$ cat src/rtl/nvm_seq_pkg.sv
`timescale 1ns/1ps
package nvm_seq_pkg;
  typedef enum logic [2:0] {
    ST_IDLE, ST_ER_RAMP, ST_ER_RUN, ST_GAP, ST_PG_RAMP, ST_PG_RUN, ST_RD
  } seq_state_e;

  function automatic int max2(input int a, input int b);
    return (a > b) ? a : b;
  endfunction
endpackage

$ cat src/rtl/nvm_seq_fsm.sv
`timescale 1ns/1ps
module nvm_seq_fsm
  import nvm_seq_pkg::*;
#(
  parameter int ERASE_CYC = 2000,
  parameter int PROG_CYC  = 2000,
  parameter int GAP_CYC   = 200,
  parameter int READ_CYC  = 100,
  parameter int TMO_CYC   = 120
) (
  input  logic       clk,
  input  logic       rst_n,
  input  logic       start_wr,
  input  logic       start_rd,
  input  logic       pump_ok,
  output seq_state_e state_o,
  output logic       timeout_o
);
  localparam int MAXC = max2(max2(max2(ERASE_CYC, PROG_CYC), max2(GAP_CYC, READ_CYC)), TMO_CYC);
  localparam int CNT_W = $clog2(MAXC + 1);
  localparam logic [CNT_W-1:0] E_LAST = CNT_W'(ERASE_CYC - 1);
  localparam logic [CNT_W-1:0] P_LAST = CNT_W'(PROG_CYC - 1);
  localparam logic [CNT_W-1:0] G_LAST = CNT_W'(GAP_CYC - 1);
  localparam logic [CNT_W-1:0] R_LAST = CNT_W'(READ_CYC - 1);
  localparam logic [CNT_W-1:0] T_LAST = CNT_W'(TMO_CYC - 1);

  seq_state_e       st_q, st_d;
  logic [CNT_W-1:0] cnt_q, cnt_d;
  logic             to_d;

  always_comb begin
    st_d  = st_q;
    cnt_d = cnt_q + 1'b1;
    to_d  = 1'b0;
    case (st_q)
      ST_IDLE: begin
        cnt_d = '0;
        if (start_wr)      st_d = ST_ER_RAMP;
        else if (start_rd) st_d = ST_RD;
      end
      ST_ER_RAMP, ST_PG_RAMP: begin
        if (pump_ok) begin
          st_d  = (st_q == ST_ER_RAMP) ? ST_ER_RUN : ST_PG_RUN;
          cnt_d = '0;
        end else if (cnt_q == T_LAST) begin
          st_d  = ST_IDLE;
          cnt_d = '0;
          to_d  = 1'b1;
        end
      end
      ST_ER_RUN: if (cnt_q == E_LAST) begin st_d = ST_GAP;     cnt_d = '0; end
      ST_GAP:    if (cnt_q == G_LAST) begin st_d = ST_PG_RAMP; cnt_d = '0; end
      ST_PG_RUN: if (cnt_q == P_LAST) begin st_d = ST_IDLE;    cnt_d = '0; end
      ST_RD:     if (cnt_q == R_LAST) begin st_d = ST_IDLE;    cnt_d = '0; end
      default: begin st_d = ST_IDLE; cnt_d = '0; end
    endcase
  end

  always_ff @(posedge clk or negedge rst_n) begin
    if (!rst_n) begin
      st_q  <= ST_IDLE;
      cnt_q <= '0;
    end else begin
      st_q  <= st_d;
      cnt_q <= cnt_d;
    end
  end

  assign state_o   = st_q;
  assign timeout_o = to_d;

  // a ramp without the pump level never enters its timed phase
  assert_run_needs_pump_R5: assert property (@(posedge clk) disable iff (!rst_n)
    ((st_q == ST_ER_RAMP || st_q == ST_PG_RAMP) && !pump_ok) |=>
      (st_q != ST_ER_RUN && st_q != ST_PG_RUN));

  // program ramp is reached only through the gap
  assert_prog_after_gap_R3: assert property (@(posedge clk) disable iff (!rst_n)
    (st_q == ST_PG_RAMP) |-> ($past(st_q) == ST_GAP || $past(st_q) == ST_PG_RAMP));
endmodule

$ cat src/rtl/nvm_row_dec.sv
`timescale 1ns/1ps
module nvm_row_dec #(
  parameter int ADDR_W = 5,
  localparam int ROWS  = 1 << ADDR_W
) (
  input  logic              en,
  input  logic [ADDR_W-1:0] addr,
  output logic [ROWS-1:0]   rows
);
  for (genvar g = 0; g < ROWS; g++) begin : g_row
    assign rows[g] = en && (addr == ADDR_W'(g));
  end
endmodule

$ cat src/rtl/nvm_sense.sv
`timescale 1ns/1ps
module nvm_sense #(
  parameter int COLS  = 16,
  parameter int CUR_W = 4
) (
  input  logic [COLS*CUR_W-1:0] cur1,
  input  logic [COLS*CUR_W-1:0] cur0,
  output logic [COLS-1:0]       bits
);
  for (genvar c = 0; c < COLS; c++) begin : g_col
    assign bits[c] = cur1[c*CUR_W +: CUR_W] > cur0[c*CUR_W +: CUR_W];
  end
endmodule

$ cat src/rtl/nvm_seq_ctrl.sv
`timescale 1ns/1ps
module nvm_seq_ctrl
  import nvm_seq_pkg::*;
#(
  parameter int ADDR_W   = 5,
  parameter int DATA_W   = 16,
  parameter int CUR_W    = 4,
  parameter int CLK_KHZ  = 1000,
  parameter int ERASE_US = 2000,
  parameter int PROG_US  = ERASE_US,
  parameter int GAP_US   = 200,
  parameter int READ_US  = 100,
  parameter int TMO_US   = 120,
  localparam int ROWS      = 1 << ADDR_W,
  localparam int ERASE_CYC = CLK_KHZ * ERASE_US / 1000,
  localparam int PROG_CYC  = CLK_KHZ * PROG_US / 1000,
  localparam int GAP_CYC   = CLK_KHZ * GAP_US / 1000,
  localparam int READ_CYC  = CLK_KHZ * READ_US / 1000,
  localparam int TMO_CYC   = CLK_KHZ * TMO_US / 1000
) (
  input  logic                    clk,
  input  logic                    rst_n,
  input  logic                    en_i,
  input  logic                    rd_cmd_i,
  input  logic                    wr_cmd_i,
  input  logic [ADDR_W-1:0]       addr_i,
  input  logic [DATA_W-1:0]       wdata_i,
  input  logic                    pump_ok_i,
  input  logic [DATA_W*CUR_W-1:0] cur1_i,
  input  logic [DATA_W*CUR_W-1:0] cur0_i,
  output logic                    ready_o,
  output logic                    err_o,
  output logic                    erase_o,
  output logic                    prog_o,
  output logic                    pump_en_o,
  output logic                    rd_ctl_o,
  output logic [ROWS-1:0]         row_sel_o,
  output logic [DATA_W-1:0]       col_en_o,
  output logic [DATA_W-1:0]       dout_o
);
  seq_state_e        state;
  logic              timeout, accept, err_q, err_d;
  logic [DATA_W-1:0] sensed;

  assign accept = en_i && (state == ST_IDLE) && (rd_cmd_i ^ wr_cmd_i);

  nvm_seq_fsm #(
    .ERASE_CYC(ERASE_CYC), .PROG_CYC(PROG_CYC), .GAP_CYC(GAP_CYC),
    .READ_CYC(READ_CYC), .TMO_CYC(TMO_CYC)
  ) u_fsm (
    .clk(clk), .rst_n(rst_n),
    .start_wr(accept && wr_cmd_i), .start_rd(accept && rd_cmd_i),
    .pump_ok(pump_ok_i), .state_o(state), .timeout_o(timeout)
  );

  always_comb begin
    err_d = err_q;
    if (accept)       err_d = 1'b0;
    else if (timeout) err_d = 1'b1;
  end

  always_ff @(posedge clk or negedge rst_n) begin
    if (!rst_n) err_q <= 1'b0;
    else        err_q <= err_d;
  end

  assign ready_o   = (state == ST_IDLE);
  assign err_o     = err_q;
  assign erase_o   = (state == ST_ER_RAMP) || (state == ST_ER_RUN);
  assign prog_o    = (state == ST_PG_RAMP) || (state == ST_PG_RUN);
  assign pump_en_o = erase_o || prog_o;
  assign rd_ctl_o  = (state == ST_RD);

  nvm_row_dec #(.ADDR_W(ADDR_W)) u_rows (
    .en(!ready_o), .addr(addr_i), .rows(row_sel_o)
  );

  always_comb begin
    col_en_o = '0;
    if (erase_o || rd_ctl_o) col_en_o = '1;
    else if (prog_o)         col_en_o = wdata_i;
  end

  nvm_sense #(.COLS(DATA_W), .CUR_W(CUR_W)) u_sense (
    .cur1(cur1_i), .cur0(cur0_i), .bits(sensed)
  );

  assign dout_o = rd_ctl_o ? sensed : '0;

  // a taken command makes the block busy in the next cycle
  assert_accept_busy_R2: assert property (@(posedge clk) disable iff (!rst_n)
    (en_i && ready_o && (rd_cmd_i ^ wr_cmd_i)) |=> !ready_o);
  // erase, program and read-control are mutually exclusive
  assert_phase_excl_R3: assert property (@(posedge clk) disable iff (!rst_n)
    $onehot0({erase_o, prog_o, rd_ctl_o}));
  // end of the program phase is the end of the write
  assert_prog_end_ready_R3: assert property (@(posedge clk) disable iff (!rst_n)
    $fell(prog_o) |-> ready_o);
  // exactly one row while busy, none while idle
  assert_row_onehot_R10: assert property (@(posedge clk) disable iff (!rst_n)
    !ready_o |-> $onehot(row_sel_o));
  assert_row_idle_R10: assert property (@(posedge clk) disable iff (!rst_n)
    ready_o |-> (row_sel_o == '0));
  // read never turns on the pump
  assert_read_no_pump_R7: assert property (@(posedge clk) disable iff (!rst_n)
    rd_ctl_o |-> !pump_en_o);
endmodule

$ cat config.mk
export PLATFORM = sky130hd
export DESIGN_NAME = nvm_seq_ctrl
export DESIGN_NICKNAME = d
export VERILOG_FILES = /design/src/rtl/nvm_seq_pkg.sv /design/src/rtl/nvm_seq_fsm.sv /design/src/rtl/nvm_row_dec.sv /design/src/rtl/nvm_sense.sv /design/src/rtl/nvm_seq_ctrl.sv
export SDC_FILE = /design/constraint.sdc
export NUM_CORES = 1
export LEC_CHECK = 0
export BUFFER_PORTS_ARGS = -buffer_cell sky130_fd_sc_hd__buf_2
export CAP_MARGIN = 0
export CORE_AREA = 4 4 105 116
export CTS_BUF_LIST = sky130_fd_sc_hd__clkbuf_4
export DETAILED_ROUTE_END_ITERATION = 7
export DIE_AREA = 0 0 109 120
export SLEW_MARGIN = 20
export SYNTH_ARGS = -nofsm -noshare
export SYNTH_HDL_FRONTEND = slang
export SYNTH_HIERARCHICAL = 1
export SYNTH_SLANG_ARGS = --single-unit
export TNS_END_PERCENT = 20
$ cat constraint.sdc
create_clock -name clk -period 2 [get_ports clk]
set_clock_uncertainty 0.2 [all_clocks]
set_input_delay 0.4 -clock clk [delete_from_list [all_inputs] [get_ports clk]]
set_output_delay 0.4 -clock clk [all_outputs]
set_load 0.02 [all_outputs]
==> metrics <==
status complete, but fails checks; failing checks setup timing; Syn-to-layout area delta 66.5%; syn avg cell area 7.21 sq um; cts bufs inserted 3; clock tree sinks 15; worst skew pair latency 290 ps; Core Region 11000 sq um; I/O Pins 225; clk buf depth 2; crit end category primary output; dpl ws -126 ps; Hold WC Path Type in2reg; Reg clk slew, reported paths 100 ps; final setup TNS -11520 ps; root buffer cell clkbuf_4; R2R cell count 6; Yosys reg bits 15; ANT nets after route 0; compound-cell area share of the yosys netlist 11.0%; sequential-to-total area share from yosys stat 12.0%; diodes inserted 0; Distinct cells, synth 41; worst r2r dst u_fsm/state_o[2]$_DFFE_PN0P_; Final Setup Violations 80; critical path fanouts, max 8; dominant cell type by area after synthesis ha_1; final worst slack -283 ps; placer congestion estimate 0.776; largest net degree at the start of global routing 17; initial antenna violation count 0; PortBufs 224; Nets around 900; XOR/XNOR Fraction of Synth Area under 10%; most common cell in the synthesized netlist nor2_1; initial core utilization 28.5%; Peak VDD IR 285 uV; Die ar. roughly 13000 sq um; crit path to col_en_o[0]; mux cell area share after synthesis under 10%; Post-Syn Nets ~650; Worst Tran Pin Value approximately 380 ps; Top FF cell, synth dfrtp_1; Rel. slew slack 74.9%; Syn Inst Count 434; Via Count 3889; reg2reg start u_fsm/state_o[0]$_DFFE_PN0P_; maximum clock frequency between 400 and 500 MHz; Pleak approximately 0.0028 uW; grt ovf 0; global-route wire length before repair 17.0 mm; placed insts 816; max_cap viols 0; Hold Violations, Final 0; Crit path arrival time 1680 ps; final non-filler cell total 827; number of synthesized flops with an enable pin 0; largest family of logic cells by synthesized area simple AND/OR/NAND/NOR gates; die height 120 um; wire length per cell 13.3 um; unrepaired setup endpoints after global routing true; r2r setup slk -140 ps; CP required 1400 ps; adder-cell share of the synthesized area a little over a quarter; list of most frequent post-synthesis cells nor2_1, inv_1, ha_1, nand4_1, nor2b_1; Final min period 2280 ps; first drt pass iteration count 4; final WL 11.0 mm; mapped cell area 3130 sq um; H-tree Lvls 1; crit start category flop; CTS tree done; Synth top area share 26.0%; DRC 0; Die W 109 um; Ys Warns 6; PwrDens 245 nW/um^2; iteration-0 DRC count of the detailed router between 100 and 150; Final Slew Violations 0; vias per cell 4.70; hpwl dp 9.18 mm; Filler Cells Inserted 1085; Synth area leaders ha_1, dfrtp_1, nor2_1; final core occ 47.5%; period utilization 114%; fraction of the mapped netlist area in simple logic gates 35.6%; share of cells above drive strength 1 between 40% and 50%; row count 40; CP Class reg2out; final hold slack 98.8 ps; ys async rst share 100%; vias in the first global route 4039; Worst Setup SP u_fsm/state_o[1]$_DFFE_PN0P_; All-Layer GR Usage ~15%
-- cell type report --
type                       instances  area, sq um  share of cell area (%)
clock buffer                       3         22.5                   0.432
clock inverter                     1         5.00                  0.0961
inverter                          66          248                    4.76
multi-input combinational        334         2640                    50.8
sequential                        15          379                    7.28
tap                              147          184                    3.53
timing repair buffer             261         1730                    33.1
-- critical path, cell delays in order, from the launching register on --
cell	delay, ps
dfrtp_2	450
buf_6	130
or3b_4	430
buf_16	180
nand3_2	90
buf_6	120
-- where the power goes --
group	internal [uW]	switching [uW]	total (uW)
clock network	74.3	108	182
logic	421	369	790
registers	303	0	303
-- sequential cells by signal, summed over array words and instances (netlist names) --
name,count
err_o,1
u_fsm/state_o,3
u_fsm/cnt_q,11
-- layout by cell type (no fill, tap or decap), types with 16 or more instances in the layout --
cell / instances
buf_2: 180
inv_1: 65
ha_1: 64
nor2_1: 63
buf_6: 45
buf_4: 32
nand4_1: 20
a21oi_1: 18
nand3b_1: 17
o21ai_1: 16
o21ai_0: 16
-- routing by layer --
layer | share of wire, % | track usage (%) | vias to the layer above | wire [um]
met1 | 38 | 16.4 | 1743 | 4130
met2 | 52 | 30.0 | 159 | 5660
met5 | 0 | 0 | - | 0
met3 | 8.7 | 2.69 | 20 | 959
li1 | - | - | 1967 | -
met4 | 2.0 | 4.34 | 0 | 214
-- worst min path at each step --
stage	from	endpoint	slack (ps)	cells after the start
global route	en_i	err_o$_DFFE_PN0P_	120	2
finish	en_i	err_o$_DFFE_PN0P_	100	2
floorplan	rst_n	err_o$_DFFE_PN0P_	-100	0
CTS	en_i	err_o$_DFFE_PN0P_	90	2
detailed placement	rst_n	u_fsm/cnt_q[7]$_DFF_PN0_	130	1
global placement	rst_n	u_fsm/cnt_q[6]$_DFF_PN0_	130	1
-- stage by stage --
step           power, uW  area, sq um
2_1_floorplan        679         3190
3_3_place_gp         951         4640
3_5_place_dp         978         4640
4_1_cts             1280         5100
5_1_grt             1380         5210
6_report            1270         5210
-- repair_timing --
item | CTS | global route
buffers inserted | 4 | 1
endpoints found under the setup margin | 82 | 82
hold buffers | 1 | 0
pin swaps | 9 | 9
gates cloned | 1 | 0
resized for setup | 106 | 26
endpoints found under the hold margin | 15 | 0
-- cell families (layout without fill, tap and decap cells) --
kind of cell	count (synthesis)	after routing
adders and majority gates	65	65
DFF	15	15
and+or+nand+nor	193	193
buffers and inverters	85	331
AOI/OAI and AO/OA	61	61
xor gates and xnor gates	12	12
muxes	3	3
No activity file was read; power rests on OpenSTA's default activity.
